File: src/rtl/priv_gate_pkg.sv
package priv_gate_pkg;
    localparam int OPC_BITS  = 3;
    localparam int PRV_BITS  = 2;
    localparam int SIZE_BITS = 2;

    typedef enum logic [OPC_BITS-1:0] {
        OP_NONE   = 3'd0,
        OP_WFI    = 3'd1,
        OP_SFENCE = 3'd2,
        OP_HFENCE = 3'd3,
        OP_HLD    = 3'd4,
        OP_HST    = 3'd5,
        OP_HLDX   = 3'd6,
        OP_RSVD   = 3'd7
    } op_e;

    typedef enum logic [PRV_BITS-1:0] {
        PRV_USR = 2'd0,
        PRV_SUP = 2'd1,
        PRV_RSV = 2'd2,
        PRV_MCH = 2'd3
    } prv_e;

    typedef enum logic [SIZE_BITS-1:0] {
        SZ_BYTE = 2'd0,
        SZ_HALF = 2'd1,
        SZ_WORD = 2'd2,
        SZ_DBL  = 2'd3
    } size_e;

    typedef struct packed {
        logic                 illegal;
        logic                 halt;
        logic                 flush;
        logic                 stage2;
        logic [SIZE_BITS-1:0] size;
        logic                 sgn;
    } gate_st_t;
endpackage

File: src/rtl/priv_perm_chk.sv
module priv_perm_chk
    import priv_gate_pkg::*;
(
    input  op_e  op,
    input  prv_e priv,
    input  logic virt,
    input  logic wait_trap,
    input  logic xlat_trap,
    input  logic user_hacc,
    output logic allow,
    output logic is_flush,
    output logic is_hacc
);
    logic hyp_ok;

    always_comb begin
        hyp_ok = (priv == PRV_MCH)
              || (priv == PRV_SUP && !virt)
              || (priv == PRV_USR && !virt && user_hacc);
        is_flush = (op == OP_SFENCE) || (op == OP_HFENCE);
        is_hacc  = (op == OP_HLD) || (op == OP_HST) || (op == OP_HLDX);
        unique case (op)
            OP_WFI:    allow = !(virt || (priv == PRV_SUP && wait_trap));
            OP_SFENCE: allow = (priv == PRV_MCH) || (priv == PRV_SUP && !xlat_trap);
            OP_HFENCE: allow = (priv == PRV_MCH) || (priv == PRV_SUP && !virt);
            OP_HLD, OP_HST, OP_HLDX: allow = hyp_ok;
            default:   allow = 1'b0;
        endcase
        if (priv == PRV_RSV) allow = 1'b0;
    end
endmodule

File: src/rtl/priv_size_chk.sv
module priv_size_chk
    import priv_gate_pkg::*;
(
    input  op_e   op,
    input  size_e size,
    input  logic  sgn,
    output logic  size_ok,
    output logic  sgn_out
);
    always_comb begin
        size_ok = 1'b1;
        sgn_out = 1'b0;
        unique case (op)
            OP_HLD:  sgn_out = sgn && (size != SZ_DBL);
            OP_HST:  sgn_out = 1'b0;
            OP_HLDX: size_ok = !sgn && (size == SZ_HALF || size == SZ_WORD);
            default: size_ok = 1'b1;
        endcase
    end
endmodule

File: src/rtl/priv_op_gate.sv
module priv_op_gate
    import priv_gate_pkg::*;
(
    input  logic                 clk,
    input  logic                 rst_n,
    input  logic                 op_valid_i,
    input  logic [OPC_BITS-1:0]  op_i,
    input  logic [PRV_BITS-1:0]  priv_i,
    input  logic                 virt_i,
    input  logic                 wait_trap_i,
    input  logic                 xlat_trap_i,
    input  logic                 user_hacc_i,
    input  logic [SIZE_BITS-1:0] size_i,
    input  logic                 signed_i,
    input  logic                 wake_i,
    output logic                 illegal_o,
    output logic                 halt_o,
    output logic                 flush_o,
    output logic                 stage2_o,
    output logic [SIZE_BITS-1:0] acc_size_o,
    output logic                 acc_signed_o
);
    op_e      op;
    logic     allow, is_flush, is_hacc, size_ok, sgn_chk, take;
    gate_st_t st_d, st_q;

    assign op = op_e'(op_i);

    priv_perm_chk u_perm (
        .op        (op),
        .priv      (prv_e'(priv_i)),
        .virt      (virt_i),
        .wait_trap (wait_trap_i),
        .xlat_trap (xlat_trap_i),
        .user_hacc (user_hacc_i),
        .allow     (allow),
        .is_flush  (is_flush),
        .is_hacc   (is_hacc)
    );

    priv_size_chk u_size (
        .op      (op),
        .size    (size_e'(size_i)),
        .sgn     (signed_i),
        .size_ok (size_ok),
        .sgn_out (sgn_chk)
    );

    assign take = op_valid_i && !st_q.halt;

    always_comb begin
        st_d         = '0;
        st_d.halt    = st_q.halt && !wake_i;
        st_d.size    = st_q.size;
        st_d.sgn     = st_q.sgn;
        if (take && op != OP_NONE) begin
            if (!allow || !size_ok) begin
                st_d.illegal = 1'b1;
            end else if (op == OP_WFI) begin
                st_d.halt = 1'b1;
            end else if (is_flush) begin
                st_d.flush = 1'b1;
            end else if (is_hacc) begin
                st_d.stage2 = 1'b1;
                st_d.size   = size_i;
                st_d.sgn    = sgn_chk;
            end
        end
    end

    always_ff @(posedge clk or negedge rst_n) begin
        if (!rst_n) st_q <= '0;
        else        st_q <= st_d;
    end

    assign illegal_o    = st_q.illegal;
    assign halt_o       = st_q.halt;
    assign flush_o      = st_q.flush;
    assign stage2_o     = st_q.stage2;
    assign acc_size_o   = st_q.size;
    assign acc_signed_o = st_q.sgn;


    one_result_chk: assert property (@(posedge clk) disable iff (!rst_n)
        $onehot0({illegal_o, flush_o, stage2_o}) && !(halt_o && (flush_o || stage2_o)));

    halt_hold_chk: assert property (@(posedge clk) disable iff (!rst_n)
        halt_o && !wake_i |=> halt_o);

    halt_release_chk: assert property (@(posedge clk) disable iff (!rst_n)
        halt_o && wake_i |=> !halt_o);

    blocked_op_chk: assert property (@(posedge clk) disable iff (!rst_n)
        halt_o |=> !illegal_o && !flush_o && !stage2_o);

    wfi_virt_chk: assert property (@(posedge clk) disable iff (!rst_n)
        op_valid_i && !halt_o && op_i == OP_WFI && virt_i |=> illegal_o);

    rsv_priv_chk: assert property (@(posedge clk) disable iff (!rst_n)
        op_valid_i && !halt_o && op_i != OP_NONE && priv_i == PRV_RSV |=> illegal_o);

    dbl_unsigned_chk: assert property (@(posedge clk) disable iff (!rst_n)
        stage2_o && acc_size_o == SZ_DBL |-> !acc_signed_o);

    idle_chk: assert property (@(posedge clk) disable iff (!rst_n)
        !op_valid_i |=> !illegal_o && !flush_o && !stage2_o);
endmodule

File: config.mk
export PLATFORM = sky130hd
export DESIGN_NAME = priv_op_gate
export DESIGN_NICKNAME = d
export VERILOG_FILES = /design/src/rtl/priv_gate_pkg.sv /design/src/rtl/priv_perm_chk.sv /design/src/rtl/priv_size_chk.sv /design/src/rtl/priv_op_gate.sv
export SDC_FILE = /design/constraint.sdc
export NUM_CORES = 1
export LEC_CHECK = 0
export ABC_AREA = 1
export BUFFER_PORTS_ARGS = -buffer_cell sky130_fd_sc_hd__buf_4
export CORE_AREA = 2 2 39 41
export DETAILED_ROUTE_END_ITERATION = 8
export DIE_AREA = 0 0 41 43
export HOLD_SLACK_MARGIN = 0.08
export PLACE_DENSITY_LB_ADDON = 0.25
export SLEW_MARGIN = 20
export SYNTH_ARGS = -nofsm -noshare
export SYNTH_HDL_FRONTEND = slang
export SYNTH_SLANG_ARGS = --single-unit
File: constraint.sdc
create_clock -name clk -period 1.9 [get_ports clk]
set_clock_uncertainty 0.15 [all_clocks]
set_input_delay 0.38 -clock clk [delete_from_list [all_inputs] [get_ports clk]]
set_output_delay 0.38 -clock clk [all_outputs]
set_load 0.005 [all_outputs]
==> impl_metrics.yaml, run 1 <==
worst_setup_path:
  critPathCaptureType: "flip-flop"
  path_class: "in -> reg"
  cp.required_ns: 1.89
  crit_fanout: 4
  startpoint_type: "primary input"
  reg2regPathDepth: 6
  cp.arrival_ns: 1.40
placed_design:
  port_buffers: 22
  gp_congestion: 0.834
  post-place-cells: 108
  dp_hpwl_um: 925
final_layout:
  fin_cells: 113
  diodes: 0
  fin_nets: 115
  syn2layout_area_growth_pct: 46.3
  drive_gt1_share_pct: 38.1
routing:
  totalWireLength_mm: 1.06
  drt-initial-drc-count: 3
  drc: 0
  avgRoutedWirePerCell_um: 9.37
  first_pass_iters: 4
  dr_total_vias: 537
  viasPerCell: 4.75
  ant_nets: 0
die:
  chipHeight_um: 43
  die_w_um: 41
  core_sq_um: 1380
  pin_count: 23
  rows: 14
  start_util_pct: 35.7
  die_area_sq_um: 1760
synth:
  ys_types: 21
  synthMostInstantiatedCell: "nand2_1"
  synth_edf_count: 0
  synth_seq_area_share_pct: 35.4
  ys_ff_latch: 7
  syn_inst: 69
  synth_area_leaders: "dfrtp_1, nand2_1, inv_1"
  synth.top_cell.area_share_pct: 35.4
  mappedNetlistArea_sq_um: 494
  yosys_warnings: 0
  avgSynthCellArea_sq_um: 7.16
  async_flop_share_pct: 100
  synth_common_cells: "nand2_1, inv_1, nor2_1, dfrtp_1, nand3_1"
  syn_nets: 86
  yosysTopAreaCell: "dfrtp_1"
  ys.flop_type: "dfrtp_1"
sta:
  min_period_over_period_pct: 74.3
  finalMaxSlewViolations: 0
  max-slew-margin-rel_pct: 79.5
  final_hold_viol_count: 0
  finalSetupViolations: 0
  period_needed_ns: 1.41
  tns_ns: 0
  rsz0062_at_grt: "false"
  fmax_ghz: 0.708
  worst_pin_slew_ns: 0.307
grt:
  antenna_found_initial: 0
  grt.overflow.total: 0
  grt_pass1_wl_mm: 1.98
  grt_start_max_net_pins: 8
  grt_pass1_vias: 542
  grt_usage_pct: 16.6
clocking:
  path_clk_slew_ns: 0.05
  cts_tree: "done"
  clk_latency_ns: 0.25
  cts_made_buffers: 3
  cts_root_buf: "clkbuf_4"
  htreeDepth: 1
  cts_num_sinks: 7
  cts.path.max_buffers: 2
  cts_setup_buffers: 0
power_and_ir_drop:
  power_uw: 434
  power_density_nw_per_um2: 600
  vdd_drop_max_uv: 188
  p_leak_uw: 0.000414
worst_hold_path:
  holdPathStages: 2
  hp-class: "in -> reg"
flow_run:
  maxCapViolCount: 0
run_status:
  status: "complete, no violations"
-- critical path, stage by stage --
cell and delay [ns]:
buf_4 0.11, ha_1 0.27, inv_1 0.04, o2111ai_1 0.28, nand4_2 0.18, nand2_1 0.09, nand2_1 0.05
-- worst paths after layout --
path | startpoint | end | slack, ns
worst min register to register | acc_size_o[0] | acc_size_o[0] | 0.35
max in group asynchronous | rst_n | flush_o | 1.15
worst min-delay path | wake_i | halt_o | 0.17
min in group asynchronous | rst_n | acc_size_o[1] | 0.33
worst max register to register | halt_o | acc_signed_o | 0.59
worst max-delay path | size_i[0] | acc_signed_o | 0.49
-- layout by cell type (no fill, tap or decap), drive strengths merged --
cell type    count
clkbuf           4
nand3            8
nand2           14
o2111ai          1
a21boi           1
nand4            4
dlygate4sd3      1
ha               1
nor3             1
o22ai            1
or2              1
nor2            11
a21oi            2
dfrtp            7
inv             14
buf             23
o21ai            3
-- state kept, by name, summed over array words and instances, names as in the netlist --
name and flops:
acc_size_o 2, halt_o 1, illegal_o 1, acc_signed_o 1
stage2_o 1, flush_o 1
-- layer usage --
metal  global-route usage, %  part of all wire (%)  up-vias
li1                        -                     -      283
met1                    15.7                    35      235
met2                    28.7                    57       15
met3                    1.57                   4.0        4
met4                    14.7                   3.4        0
met5                       0                     0        -
-- layout make-up --
class,count,area [sq um]
clock buffers,4,26.3
well taps,16,20.0
multi-input cells,48,267
repair buffers,24,183
fillers,145,661
inverters,14,52.6
flip-flops and latches,7,175
-- cells by family (layout without fill, tap and decap cells) --
group	after synthesis	in the layout	share of synthesized area [%]
flip-flops	7	7	35.4
buffers and inverters	14	42	10.6
adder cells (fa/ha/maj)	1	1	2.53
AO/OA/AOI/OAI	8	8	11.1
AND/OR/NAND/NOR	39	39	40.3
-- report_power, final --
part	switching (uW)	leakage (uW)	total (uW)	internal (uW)
clock network	51.2	0.0000150	131	79.9
logic	59.5	0.000306	126	66.2
registers	9.86	0.0000933	177	167
total	121	0.000414	434	313
-- through the flow --
| step | worst slack [ns] | hold WS [ns] | utilization (%) | area [sq um] |
|---|---|---|---|---|
| final | 0.488 | 0.166 | 52.3 | 723 |
| after global routing | 0.410 | 0.150 | 52.3 | 723 |
| after CTS | 0.481 | 0.155 | 52.3 | 723 |
| after detailed placement | 0.221 | 0.0454 | 49.6 | 687 |
| after global placement | 0.259 | 0.0429 | 49.6 | 687 |
| after floorplan | 0.342 | -0.0656 | - | 494 |
-- repair_timing --
item,4_1_cts,5_1_grt
hold buffers,1,0
hold endpoints to repair,7,0
resized for setup,0,0
No activity file was read; power rests on OpenSTA's default activity.
==> run 2, diff against run 1 <==
==> constraint.sdc (replaced) <==
create_clock -name clk -period 1.4 [get_ports clk]
set_clock_uncertainty 0.15 [all_clocks]
set_input_delay 0.28 -clock clk [delete_from_list [all_inputs] [get_ports clk]]
set_output_delay 0.28 -clock clk [all_outputs]
set_load 0.005 [all_outputs]
==> run 2 against run 1 <==
  * Cell count increased by 5.3%
  * Total power increased by 40%
  * Global-route usage increased by 0.92 points
  * Die area unchanged
  * Critical path type is now reg -> reg
  * Largest cell class unchanged
  * Largest power group unchanged
==> impl_metrics.yaml, run 2 (synthesis gave the netlist of run 1 again) <==
worst_setup_path:
  cp_slowest_cell: "dfrtp_1"
  path_depth: 6
  slowest_delay_ns: 0.38
  startpoint_type: "flip-flop"
  critPathCaptureType: "flip-flop"
  crit_chain: "inv_1 > nand2_1 > nor2_2 > nand4_2 > nand2_1 > nand2_1"
  cp.required_ns: 1.39
  reg2reg_slack_ns: 0.13
  cp_top_family: "simple AND/OR/NAND/NOR gates"
  worstPathBufferInverterCount: 1
  timing.rr.start: "halt_o"
  reg2regPathDepth: 6
  setup.worst_path.start: "halt_o"
  crit_fanout: 4
  path_class: "reg -> reg"
  cp.arrival_ns: 1.26
  crit_path_frequent_cell: "nand2_1"
sta:
  fmax_ghz: 0.788
  period_needed_ns: 1.27
  max-slew-margin-rel_pct: 85.7
  min_period_over_period_pct: 90.6
  tns_ns: 0
  worst_pin_slew_ns: 0.212
  final_hold_viol_count: 0
  rsz0062_at_grt: "false"
  finalSetupViolations: 0
  finalMaxSlewViolations: 0
routing:
  drt-initial-drc-count: 12
  ant_nets: 0
  avgRoutedWirePerCell_um: 9.97
  viasPerCell: 4.72
  drc: 0
  dr_total_vias: 562
  totalWireLength_mm: 1.19
  first_pass_iters: 4
clocking:
  htreeDepth: 1
  cts_tree: "done"
  cts_made_buffers: 3
  cts_resized: 0
  cts_num_sinks: 7
  clk_latency_ns: 0.25
  cts_root_buf: "clkbuf_4"
  cts.path.max_buffers: 2
  path_clk_slew_ns: 0.05
final_layout:
  drive_gt1_share_pct: 41.7
  largest_register_ffs: 2
  syn2layout_area_growth_pct: 57.2
  layout_common_cells: "buf_4, nand2_1, inv_1, nor2_1"
  diodes: 0
  final_common_cell: "buf_4"
  fin_nets: 121
placed_design:
  gp_congestion: 0.844
  port_buffers: 22
  dp_hpwl_um: 980
die:
  rows: 14
  die_w_um: 41
  start_util_pct: 35.7
  core_sq_um: 1380
  die_area_sq_um: 1760
  pin_count: 23
  chipHeight_um: 43
grt:
  grt.overflow.total: 0
  grt_pass1_wl_mm: 2.13
  grt_pass1_vias: 564
  antenna_found_initial: 0
  grt_start_max_net_pins: 8
  grt_usage_pct: 17.6
power_and_ir_drop:
  p_leak_uw: 0.000444
  vdd_drop_max_uv: 256
  power_uw: 609
  power_density_nw_per_um2: 783
flow_run:
  maxCapViolCount: 0
worst_hold_path:
  hp-class: "in -> reg"
  holdPathStages: 3
  min-delay-start: "size_i[0]"
run_status:
  status: "complete, no violations"
run 2: changes by cell type in the layout (fill, tap and decap cells not counted):
cell	before	now
o2111ai_1	1	0
buf_4	23	28
o2111ai_2	0	1
dlygate4sd3_1	1	2
run 2: per-layer routing:
metal / wire length (um) / share of wire [%] / up-vias / global-route usage, %
met3: 66 / 5.6 / 2 / 2.62
met1: 436 / 37 / 245 / 18.6
met4: 16 / 1.3 / 0 / 12.7
met2: 667 / 56 / 21 / 29.1
li1: - / - / 294 / -
met5: 0 / 0 / - / 0
run 2: report_power, final:
group,internal (uW),switching (uW)
clock,109,72.6
combinational,101,85.4
sequential,227,14.2
total,436,172
run 2: stage by stage:
step           hold slack [ns]  instance area [sq um]  cells  setup WS, ns  util [%]
2_1_floorplan           -0.166                    500     69        0.0445         -
3_3_place_gp           -0.0570                    731    113       -0.0710      52.8
3_5_place_dp           -0.0547                    731    113        -0.106      52.8
4_1_cts                  0.141                    777    119         0.150      56.1
5_1_grt                  0.134                    777    119        0.0135      56.1
6_report                 0.141                    777    119         0.131      56.1
run 2: area by class of cell:
class / instances / area (sq um)
inverter: 14 / 52.6
multi-input combinational: 48 / 273
fill: 141 / 607
sequential: 7 / 175
tap: 16 / 20.0
clock buffer: 4 / 26.3
timing repair buffer: 30 / 230
run 2: what timing repair did:
action                                  4_1_cts  5_1_grt
endpoints found under the setup margin        0        0
hold buffers                                  2        0
setup buffers                                 0        0
hold endpoints to repair                      8        0
run 2: worst min-delay path, cell delays in order:
cell and delay [ns]:
buf_4 0.09, nand4_1 0.08, nand2_1 0.06
run 2: worst paths after layout:
| check | to |
|---|---|
| max | acc_size_o[1] |
| min | acc_size_o[0] |
| max reg2reg | acc_size_o[1] |
| min reg2reg | acc_signed_o |
| max in group asynchronous | acc_size_o[0] |
| min in group asynchronous | halt_o |
==> run 3, diff against run 2 <==
--- a/config.mk
+++ b/config.mk
@@ -11,7 +11,7 @@
 export DETAILED_ROUTE_END_ITERATION = 8
 export DIE_AREA = 0 0 41 43
 export HOLD_SLACK_MARGIN = 0.08
-export PLACE_DENSITY_LB_ADDON = 0.25
+export PLACE_DENSITY = 0.69
 export SLEW_MARGIN = 20
 export SYNTH_ARGS = -nofsm -noshare
 export SYNTH_HDL_FRONTEND = slang
==> run 3 against run 2 <==
  * Worst hold slack better by 0.0072 ns
  * Total power is 0.23% lower
  * Wire length is 2.4% lower
  * Critical endpoint is now acc_signed_o
  * Largest cell class unchanged
==> impl_metrics.yaml, run 3 (synthesis gave the netlist of run 1 again) <==
run_status:
  status: "complete, no violations"
final_layout:
  layout_common_cells: "buf_4, nand2_1, inv_1, nor2_1"
  fin_nets: 121
  fin_area_sq_um: 777
  diodes: 0
  drive_gt1_share_pct: 41.7
  nFillCells: 130
  syn2layout_area_growth_pct: 57.2
  final_util_pct: 56.1
  largest_register_ffs: 2
  final_common_cell: "buf_4"
worst_setup_path:
  path_class: "in -> reg"
  crit_path_frequent_cell: "nand2_1"
  path_depth: 7
  cp_slowest_cell: "ha_1"
  reg2regPathDepth: 6
  startpoint_type: "primary input"
  crit_chain: "buf_4 > ha_1 > inv_1 > o2111ai_2 > nand4_2 > nand2_1 > nand2_1"
  critPathCaptureType: "flip-flop"
  crit_fanout: 4
  cp.required_ns: 1.38
  cp_top_family: "simple AND/OR/NAND/NOR gates"
  worstPathBufferInverterCount: 2
  reg2reg_slack_ns: 0.15
  slowest_delay_ns: 0.26
  cp.arrival_ns: 1.25
die:
  rows: 14
  chipHeight_um: 43
  start_util_pct: 35.7
  die_w_um: 41
  pin_count: 23
  core_sq_um: 1380
  die_area_sq_um: 1760
worst_hold_path:
  hp-class: "in -> reg"
  holdPathStages: 3
sta:
  rsz0062_at_grt: "false"
  period_needed_ns: 1.27
  worst_pin_slew_ns: 0.244
  max-slew-margin-rel_pct: 83.7
  finalSetupViolations: 0
  final_hold_viol_count: 0
  hold_ws_ns: 0.148
  finalMaxSlewViolations: 0
  fmax_ghz: 0.789
  min_period_over_period_pct: 90.5
routing:
  first_pass_iters: 4
  ant_nets: 0
  totalWireLength_mm: 1.16
  dr_total_vias: 563
  drt-initial-drc-count: 4
  drc: 0
  viasPerCell: 4.73
  avgRoutedWirePerCell_um: 9.73
grt:
  grt_start_max_net_pins: 8
  grt.overflow.total: 0
  grt_pass1_vias: 516
  grt_usage_pct: 16.5
  grt_pass1_wl_mm: 1.97
  antenna_found_initial: 0
clocking:
  cts_tree: "done"
  cts.path.max_buffers: 2
  cts_made_buffers: 3
  cts_resized: 0
  cts_root_buf: "clkbuf_4"
  clk_latency_ns: 0.25
  htreeDepth: 1
  cts_num_sinks: 7
  path_clk_slew_ns: 0.05
power_and_ir_drop:
  vdd_drop_max_uv: 227
  p_leak_uw: 0.000444
  power_density_nw_per_um2: 781
placed_design:
  gp_congestion: 0.830
  dpl-instance-area_sq_um: 731
  dp_hpwl_um: 962
  port_buffers: 22
flow_run:
  maxCapViolCount: 0
==> run 3: cell counts in the layout (fill, tap and decap cells not counted) <==
No cell type changed its count.
==> run 3: where the power goes <==
group	switching, uW	internal (uW)
registers	11.8	227
logic	87.1	101
clock network	71.9	109
total	171	436
==> run 3: per-stage QoR <==
step	setup slack (ns)	setup TNS, ns	cells	power [uW]
after floorplan	0.0445	0	69	318
after global placement	-0.0748	-0.272	113	425
after detailed placement	-0.124	-0.515	113	427
after CTS	0.138	0	119	615
after global routing	0.00489	0	119	657
final	0.133	0	119	607
==> run 3: layout make-up <==
class	count	area, sq um	share of cell area (%)
Tap cell	16	20.0	2.58
Clock buffer	4	26.3	3.38
Inverter	14	52.6	6.76
Sequential cell	7	175	22.5
Multi-Input combinational cell	48	273	35.1
Timing Repair Buffer	30	230	29.6
==> run 3: worst register-to-register path, delay by kind of cell, from the launching register on <==
kind                   cells  cell delay (ns)
buffers and inverters      1             0.07
and+or+nand+nor            5             0.53
DFF                        1             0.37
==> run 3: path summary, 6_finish.rpt <==
| kind | from | endpoint |
|---|---|---|
| worst min register to register | acc_size_o[0] | acc_size_o[0] |
| worst min-delay path | size_i[1] | acc_size_o[1] |
| max in group asynchronous | rst_n | acc_size_o[1] |
| worst max register to register | halt_o | acc_signed_o |
| worst max-delay path | size_i[0] | acc_signed_o |
| min in group asynchronous | rst_n | flush_o |
==> run 3: metal layers <==
layer / routed length (um) / up-vias / global-route usage, %
met4: 21 / 0 / 12.0
met3: 74 / 4 / 1.57
met2: 622 / 23 / 28.4
met5: 0 / - / 0
li1: - / 290 / -
met1: 439 / 246 / 16.8
==> run 3: repair_timing <==
item | 4_1_cts | 5_1_grt
endpoints found under the hold margin | 8 | 0
hold buffers | 2 | 0
buffers inserted | 0 | 0
